===== src/rtl/qm_pkg.sv =====
package qm_pkg;

   typedef enum logic [1:0] {
      MV_HOLD = 2'd0,
      MV_UP   = 2'd1,
      MV_DOWN = 2'd2
   } move_e;

   localparam int N_AXES   = 2;
   localparam int N_PHASES = 2;

endpackage


===== src/rtl/qm_phase_sync.sv =====
module qm_phase_sync #(
   parameter int N_BITS = 2
) (
   input  logic              clk,
   input  logic              rst_n,
   input  logic [N_BITS-1:0] raw,
   output logic [N_BITS-1:0] cur,
   output logic [N_BITS-1:0] prev
);

   for (genvar i = 0; i < N_BITS; i++) begin : g_bit
      logic s_now;
      logic s_old;

      always_ff @(posedge clk or negedge rst_n) begin
         if (!rst_n) begin
            s_now <= 1'b0;
            s_old <= 1'b0;
         end else begin
            s_now <= raw[i];
            s_old <= s_now;
         end
      end

      assign cur[i]  = s_now;
      assign prev[i] = s_old;
   end

endmodule


===== src/rtl/qm_step_decode.sv =====
module qm_step_decode
   import qm_pkg::*;
#(
   parameter int DECODE_STYLE = 0
) (
   input  logic  a_cur,
   input  logic  a_prev,
   input  logic  b_cur,
   input  logic  b_prev,
   output move_e move
);

   if (DECODE_STYLE == 0) begin : g_lookup
      always_comb begin
         unique case ({a_cur, a_prev, b_cur, b_prev})
            4'b1101, 4'b1011, 4'b0100, 4'b0010: move = MV_UP;
            4'b1110, 4'b0111, 4'b1000, 4'b0001: move = MV_DOWN;
            default:                            move = MV_HOLD;
         endcase
      end
   end else begin : g_equation
      logic a_moved;
      logic b_moved;
      logic same_lvl;

      assign a_moved  = a_cur ^ a_prev;
      assign b_moved  = b_cur ^ b_prev;
      assign same_lvl = ~(a_cur ^ b_cur);

      always_comb begin
         if (a_moved && !b_moved)
            move = same_lvl ? MV_UP : MV_DOWN;
         else if (b_moved && !a_moved)
            move = same_lvl ? MV_DOWN : MV_UP;
         else
            move = MV_HOLD;
      end
   end

endmodule


===== src/rtl/qm_pos_counter.sv =====
module qm_pos_counter
   import qm_pkg::*;
#(
   parameter int POS_W = 12
) (
   input  logic             clk,
   input  logic             rst_n,
   input  logic             clr,
   input  move_e            move,
   output logic [POS_W-1:0] pos
);

   localparam logic [POS_W-1:0] ONE = POS_W'(1);

   always_ff @(posedge clk or negedge rst_n) begin
      if (!rst_n) begin
         pos <= '0;
      end else if (clr) begin
         pos <= '0;
      end else begin
         unique case (move)
            MV_UP:   pos <= pos + ONE;
            MV_DOWN: pos <= pos - ONE;
            default: pos <= pos;
         endcase
      end
   end

endmodule


===== src/rtl/qm_axis.sv =====
module qm_axis
   import qm_pkg::*;
#(
   parameter int POS_W        = 12,
   parameter int DECODE_STYLE = 0
) (
   input  logic             clk,
   input  logic             rst_n,
   input  logic             pha,
   input  logic             phb,
   input  logic             clr,
   output logic [1:0]       ph_cur,
   output logic [1:0]       ph_prev,
   output logic [POS_W-1:0] pos
);

   move_e step;

   qm_phase_sync #(.N_BITS(N_PHASES)) u_sync (
      .clk   (clk),
      .rst_n (rst_n),
      .raw   ({phb, pha}),
      .cur   (ph_cur),
      .prev  (ph_prev)
   );

   qm_step_decode #(.DECODE_STYLE(DECODE_STYLE)) u_dec (
      .a_cur  (ph_cur[0]),
      .a_prev (ph_prev[0]),
      .b_cur  (ph_cur[1]),
      .b_prev (ph_prev[1]),
      .move   (step)
   );

   qm_pos_counter #(.POS_W(POS_W)) u_cnt (
      .clk   (clk),
      .rst_n (rst_n),
      .clr   (clr),
      .move  (step),
      .pos   (pos)
   );

endmodule


===== src/rtl/quad_mouse_port.sv =====
module quad_mouse_port
   import qm_pkg::*;
#(
   parameter int POS_W        = 12,
   parameter int BUS_W        = 32,
   parameter int X_LSB        = 0,
   parameter int BTN_LSB      = 12,
   parameter int Y_LSB        = 16,
   parameter int DECODE_STYLE = 0
) (
   input  logic             clk,
   input  logic             rst_n,
   input  logic             x_pha,
   input  logic             x_phb,
   input  logic             y_pha,
   input  logic             y_phb,
   input  logic             btn_left_n,
   input  logic             btn_mid_n,
   input  logic             btn_right_n,
   input  logic             bus_sel,
   input  logic             bus_rd,
   input  logic             bus_wr,
   output logic [BUS_W-1:0] bus_rdata
);

   localparam int BTN_W = 3;

   if (POS_W < 2) begin : g_bad_width
      $error("quad_mouse_port: POS_W must be at least 2");
   end
   if (X_LSB + POS_W > BTN_LSB) begin : g_bad_x
      $error("quad_mouse_port: X field overlaps button field");
   end
   if (BTN_LSB + BTN_W > Y_LSB) begin : g_bad_btn
      $error("quad_mouse_port: button field overlaps Y field");
   end
   if (Y_LSB + POS_W > BUS_W) begin : g_bad_y
      $error("quad_mouse_port: Y field exceeds bus width");
   end
   if (DECODE_STYLE != 0 && DECODE_STYLE != 1) begin : g_bad_style
      $error("quad_mouse_port: DECODE_STYLE must be 0 or 1");
   end

   logic             clr_all;
   logic             rd_hit;
   logic [1:0]       ax_pha;
   logic [1:0]       ax_phb;
   logic [1:0]       cur_v  [N_AXES];
   logic [1:0]       prev_v [N_AXES];
   logic [POS_W-1:0] pos_v  [N_AXES];

   logic [POS_W-1:0] x_pos;
   logic [POS_W-1:0] y_pos;
   logic [1:0]       x_cur;
   logic [1:0]       x_prev;
   logic [1:0]       y_cur;
   logic [1:0]       y_prev;
   logic [BUS_W-1:0] word;

   assign clr_all = bus_sel & bus_wr;
   assign rd_hit  = bus_sel & bus_rd;
   assign ax_pha  = {y_pha, x_pha};
   assign ax_phb  = {y_phb, x_phb};

   for (genvar g = 0; g < N_AXES; g++) begin : g_axis
      qm_axis #(
         .POS_W        (POS_W),
         .DECODE_STYLE (DECODE_STYLE)
      ) u_axis (
         .clk     (clk),
         .rst_n   (rst_n),
         .pha     (ax_pha[g]),
         .phb     (ax_phb[g]),
         .clr     (clr_all),
         .ph_cur  (cur_v[g]),
         .ph_prev (prev_v[g]),
         .pos     (pos_v[g])
      );
   end

   assign x_pos  = pos_v[0];
   assign y_pos  = pos_v[1];
   assign x_cur  = cur_v[0];
   assign x_prev = prev_v[0];
   assign y_cur  = cur_v[1];
   assign y_prev = prev_v[1];

   always_comb begin
      word                       = '0;
      word[X_LSB +: POS_W]       = x_pos;
      word[Y_LSB +: POS_W]       = y_pos;
      word[BTN_LSB + 2]          = btn_left_n;
      word[BTN_LSB + 1]          = btn_mid_n;
      word[BTN_LSB]              = btn_right_n;
   end

   assign bus_rdata = rd_hit ? word : '0;

endmodule


===== config.mk =====
export PLATFORM = sky130hd
export DESIGN_NAME = quad_mouse_port
export DESIGN_NICKNAME = d
export VERILOG_FILES = /design/src/rtl/qm_pkg.sv /design/src/rtl/qm_phase_sync.sv /design/src/rtl/qm_step_decode.sv /design/src/rtl/qm_pos_counter.sv /design/src/rtl/qm_axis.sv /design/src/rtl/quad_mouse_port.sv
export SDC_FILE = /design/constraint.sdc
export NUM_CORES = 1
export LEC_CHECK = 0
export ABC_AREA = 1
export CORE_MARGIN = 2
export CORE_UTILIZATION = 55
export CTS_CLUSTER_DIAMETER = 150
export CTS_CLUSTER_SIZE = 28
export DETAILED_ROUTE_END_ITERATION = 8
export DONT_BUFFER_PORTS = 1
export PLACE_DENSITY = 0.73
export SLEW_MARGIN = 30
export SYNTH_ARGS = -nofsm -noshare
export SYNTH_HDL_FRONTEND = slang
export SYNTH_SLANG_ARGS = --single-unit

===== constraint.sdc =====
create_clock -name clk -period 2 [get_ports clk]
set_clock_uncertainty 0.2 [all_clocks]
set_input_delay 0.4 -clock clk [delete_from_list [all_inputs] [get_ports clk]]
set_output_delay 0.4 -clock clk [all_outputs]
set_load 0.005 [all_outputs]

Word-level counts from Yosys, hierarchy flattened
Memories as Yosys holds them, arrays and structs flattened.
Index checks and enable logic that the tools add are counted.

cells by class
  mux-type cells = 5
  order comparisons = 0
  add/sub/neg operators = 4
  $mul = 0
  reduce and logical (&&, ||, !) cells = 2
  bitwise gates (word level) = 2
  divide/modulo/power cells = 0
  equality and inequality tests = 4
  shift operators = 0

operator list
  cell                                                 count
  one-hot mux 12 bit (2 select lines)                  2
  2-to-1 mux 28 bit                                    1
  adder 12 x 1 -> 12 bit, second input constant        2
  2-to-1 mux 12 bit                                    2
  subtractor 12 x 1 -> 12 bit, second input constant   2
  nonzero test 3 bit                                   2
  equality test 2 x 1 -> 1 bit, second input constant  2
  equality test 2 bit, second input constant           2
  bitwise AND 1 bit                                    2

storage, ports and cells
  memories = 2
  register bits after elaboration = 32
  RAM bits = 0
  memory bits (read-only) = 64
  word-level logic and storage cells = 29
  bits in latches = 0
  input port bits = 12
  output and inout port bits = 32

memories
  memory           depth  bits a word  read ports  clocked after Yosys merged registers in  write ports  line                  text
  (no name shown)  16     2            1           0                                        0            qm_step_decode.sv:15  unique case ({a_cur, a_prev, b_cur, b_prev})
  (no name shown)  16     2            1           0                                        0            qm_step_decode.sv:15

Depth between registers and ports, before layout
An unclocked memory read counts as a cell.

  word-level depth = 4
  mapped depth = 17
  depth with buffers taken out = 17

Hierarchy
A second synthesis with hierarchy kept.

second synthesis, totals
  cell total of the unflattened synthesis = 477
  area total of the unflattened synthesis = 2,982.9 um^2

modules (own cells, without submodules)
  module           seq. area each (um^2)  cells an instance  area an instance (um^2)  instances
  qm_pos_counter   300.3                  180                1,149.9                  2
  quad_mouse_port  0.0                    65                 287.8                    1
  qm_phase_sync    100.1                  8                  130.1                    2
  qm_step_decode   0.0                    18                 67.6                     2

Worst setup path after synthesis
No wires, ideal clock.

  kind = register to register
  start point = register g_axis[0].u_axis.u_sync.g_bit[0].s_now
  end point = register g_axis[0].u_axis.u_cnt.pos[11]
  arrival = 1.667 ns
  stages on the path, launching flop included = 14
  path slack = 0.015 ns
  setup time = 0.118 ns
  cells stage by stage = dfrtp_1 > inv_1 > nand2_1 > nand2_1 > nand2_2 > buf_6 > inv_2 > ha_1 > a21oi_1 > o21ai_0 > a21oi_1 > nand3_1 > nand3_1 > nand2_1

between the ends
  word-level cells in the longest chain between the ends = 4

ends and longest elaborated chain
  item                                                                        line                  text
  start, declared                                                             qm_phase_sync.sv:12   logic s_now;
  start signal, assigned                                                      qm_phase_sync.sv:20   s_now <= raw[i];
  memory read (16 x 2 bit) (*)                                                --
  equality test 2 bit / equality test 2 x 1 -> 1 bit (equally long branches)  qm_pos_counter.sv:21  unique case (move)
  one-hot mux 12 bit (2 select lines)                                         qm_pos_counter.sv:21
  2-to-1 mux 12 bit                                                           qm_pos_counter.sv:18  end else if (clr) begin
  end signal, assigned                                                        qm_pos_counter.sv:22  MV_UP: pos <= pos + ONE;
  end signal, assigned                                                        qm_pos_counter.sv:23  MV_DOWN: pos <= pos - ONE;
  end signal, assigned                                                        qm_pos_counter.sv:24  default: pos <= pos;
  end, declared                                                               qm_pos_counter.sv:10  output logic [POS_W-1:0] pos

Every way passes the cells marked *; elsewhere a longest branch is shown, timed or not.
A chain may end at the register's enable or synchronous reset.

Final worst setup path
  start point = register g_axis[0].u_axis.u_sync.g_bit[0].s_now
  end point = register g_axis[0].u_axis.u_cnt.pos[8]

Same word-level chain as after synthesis.

==> summary.txt <==
Run status
  • Outcome: finished, violations left
  • Failing checks: setup timing

Drt
  • DRT iter0 DRCs: 216
  • Routed Antenna Nets: 0
  • DRC: 0
  • Via density: 5.75
  • Drt total wl: 8080 µm
  • Drt first pass iters: 5
  • Total number of vias: 2,957
  • Routed length per instance: 15.7 µm

Timing
  • Final worst slack: -72.6 ps
  • Final min period: 2070 ps
  • RSZ-0062 raised after global routing: yes
  • F_max: 0.482 GHz
  • Slew Limit Fails: 0
  • Fin crit share: 104%
  • Final hold viol count: 0
  • Worst Tran Pin Value: 485 ps
  • Final setup violating endpoints: 3
  • Max-slew headroom: 67.2%

Critical path
  • Worst r2r path cells: 13
  • Crit path DAT: 2040 ps
  • Reg2reg end: g_axis[0].u_axis.u_cnt.pos[8]
  • R2R setup slack: -70 ps
  • Req. time, crit path: 1970 ps
  • Crit start category: flop
  • Critical Path End Type: flop
  • CP Max Fanout: 9
  • Reg2reg start: g_axis[0].u_axis.u_sync.g_bit[0].s_now
  • Worst setup path class: reg2reg

Synth
  • Avg Cell Area, Syn: 6.36 µm²
  • Synth area leaders: dfrtp_1 (30%), nand2_1 (20%), nand3_1 (8.1%)
  • Yosys warns: 0
  • Largest family of logic cells by synthesized area: simple AND/OR/NAND/NOR gates
  • Synth top area share: 30.1%
  • Synthesized instance count: 418
  • Post-Synth Simple-Gate Area: 41.4%
  • Adder-cell share of the synthesized area: 2.35%
  • Share of synthesized area spent on multiplexers: 0%
  • Sequential share of the synthesized area: 30.1%
  • Yosys top cell by area: dfrtp_1
  • Yosys reg bits: 32
  • Synth Cell Area: 2660 µm²
  • Xor/xnor share of the synthesized area: 1.93%
  • Compound-gate portion of the synthesized area: 12.3%
  • Netlist cell types: 32

Global route
  • GR Util All Layers: 27.4%
  • Largest net degree at the start of global routing: 33
  • Total gr overflow: 0
  • First-pass GRT wire length: 11,500 µm
  • Vias in the first global route: 2,544
  • Initial antenna violation count: 0

Final layout
  • Final-stage net count: 476
  • Design area: 3540 µm²
  • Layout cells sized above 1: 32.4%
  • Most frequent cells in the layout: nand2_1 (101), inv_1 (49), nand2_2 (37), nor2_1 (36)
  • Diode count: 0
  • Area delta synth->final: 33.0%
  • Fin util: 75.4%
  • Commonest non-fill, non-tap cell in the layout: nand2_1

Floorplanning
  • # IOs: 44
  • FP Rows: 25
  • Starting Density: 56.7%
  • Die width: 73.5 µm
  • Core ar.: 4690 µm²
  • Die area: 5410 µm²
  • Die Ht: 73.5 µm

Clock network
  • Clock latency at the later pin of the worst-skew pair: 290 ps
  • Bufs on Longest Clock Path: 2
  • Root buffer cell: clkbuf_8
  • H-Tree Depth: 2
  • Clk slew on worst S/H paths: 70 ps
  • TritonCTS clock tree: built
  • Clk sinks: 32
  • CTS Buf Count: 5

Hold path
  • Min-Delay Endpoint: g_axis[0].u_axis.u_sync.g_bit[0].s_old
  • HP Class: reg2reg
  • Hold path start: g_axis[0].u_axis.u_sync.g_bit[0].s_now
  • Hold Crit Depth: 0

Flow run
  • Max_cap viols: 0

Power
  • P_leak: 1.69 nW
  • Cell Pwr Density: 979 nW/µm²
  • Overall power: 3.46 mW
  • Peak VDD IR: 629 µV

Placement
  • RD Place Congestion: 0.931
  • IO buf count: 0
  • Placed cell areas: 2830 µm²
  • DP Wirelength: 4950 µm
-- layout make-up --
| type | instances | area [µm²] |
|---|---|---|
| well taps | 54 | 67.6 |
| inverters | 59 | 226 |
| clock inverters | 3 | 42.5 |
| flip-flops and latches | 32 | 801 |
| repair buffers | 41 | 389 |
| fillers | 354 | 1150 |
| clock buffers | 5 | 68.8 |
| multi-input cells | 320 | 1940 |
-- Yosys cell counts, drive strengths merged --
master / instances
a21boi: 1
a21oi: 10
a41oi: 10
buf: 9
clkbuf: 2
conb: 1
dfrtp: 32
ha: 5
inv: 59
nand2: 154
nand3: 43
nand4: 2
nor2: 51
nor3: 1
o2111ai: 1
o211ai: 1
o21ai: 24
o21bai: 1
o22ai: 5
o31ai: 1
xnor2: 3
xor2: 2
-- kinds of logic after synthesis --
group | count (synthesis)
and+or+nand+nor | 251
DFF | 32
AOI/OAI and AO/OA | 54
buffers and inverters | 70
other | 1
xor gates and xnor gates | 5
adders and majority gates | 5
-- registers in the layout, indices dropped and copies added (netlist names) --
register and flops:
g_axis.u_axis.u_cnt.pos 24, g_axis.u_axis.u_sync.g_bit.s_now 4, g_axis.u_axis.u_sync.g_bit.s_old 4
-- how the worst max path moves through the flow --
stage                                                      start                             end  slack [ps]  depth (start not counted)
after CTS                 g_axis[1].u_axis.u_sync.g_bit[1].s_now   g_axis[1].u_axis.u_cnt.pos[9]         0.8                         13
after detailed placement  g_axis[1].u_axis.u_sync.g_bit[0].s_now  g_axis[1].u_axis.u_cnt.pos[11]         -90                         11
after global routing      g_axis[0].u_axis.u_sync.g_bit[0].s_now   g_axis[0].u_axis.u_cnt.pos[8]        -210                         13
final                     g_axis[0].u_axis.u_sync.g_bit[0].s_now   g_axis[0].u_axis.u_cnt.pos[8]         -70                         13
after floorplan           g_axis[0].u_axis.u_sync.g_bit[0].s_now  g_axis[0].u_axis.u_cnt.pos[11]          20                         13
after global placement    g_axis[1].u_axis.u_sync.g_bit[1].s_old  g_axis[1].u_axis.u_cnt.pos[11]         -30                         11
-- per-layer routing --
metal | vias up | GRT usage [%] | part of all wire, % | wire length (µm)
li1 | 1408 | - | - | -
met1 | 1363 | 34.6 | 38 | 3040
met2 | 152 | 45.6 | 52 | 4190
met3 | 34 | 4.94 | 7.0 | 568
met4 | 0 | 11.9 | 3.4 | 278
met5 | - | 0 | 0 | 0
-- timing repair --
item / CTS / global route
pin swaps: 1 / 39
endpoints found under the setup margin: 6 / 20
setup buffers: 0 / 12
hold buffers: 6 / 0
endpoints found under the hold margin: 36 / 0
cloned: 0 / 1
gates resized for setup: 11 / 104
-- where the power goes --
part,switching [mW],internal [mW]
Combinational,1.13,0.680
Clock,0.263,0.369
Sequential,0.208,0.814
Total,1.60,1.86
-- stage by stage --
stage	hold slack (ps)	setup TNS (ps)	setup slack, ps	std cells
floorplan	-95.6	0	15.1	422
global placement	-94.7	-25.9	-25.9	487
detailed placement	-95.0	-215	-93.4	487
CTS	201	0	0.825	501
global route	265	-1590	-209	514
finish	252	-166	-72.6	514
-- critical path, cell delays in order (launching register included) --
cell	delay, ps
dfrtp_1	420
inv_1	80
nand2_2	60
nand2_4	120
buf_6	160
nand3_1	130
nand2_2	170
nand2_2	100
nor2_1	140
nand2_1	100
nand2_1	100
nand2_1	60
nand2_1	50
o21ai_1	70
Power figures use the tool's default switching activity.
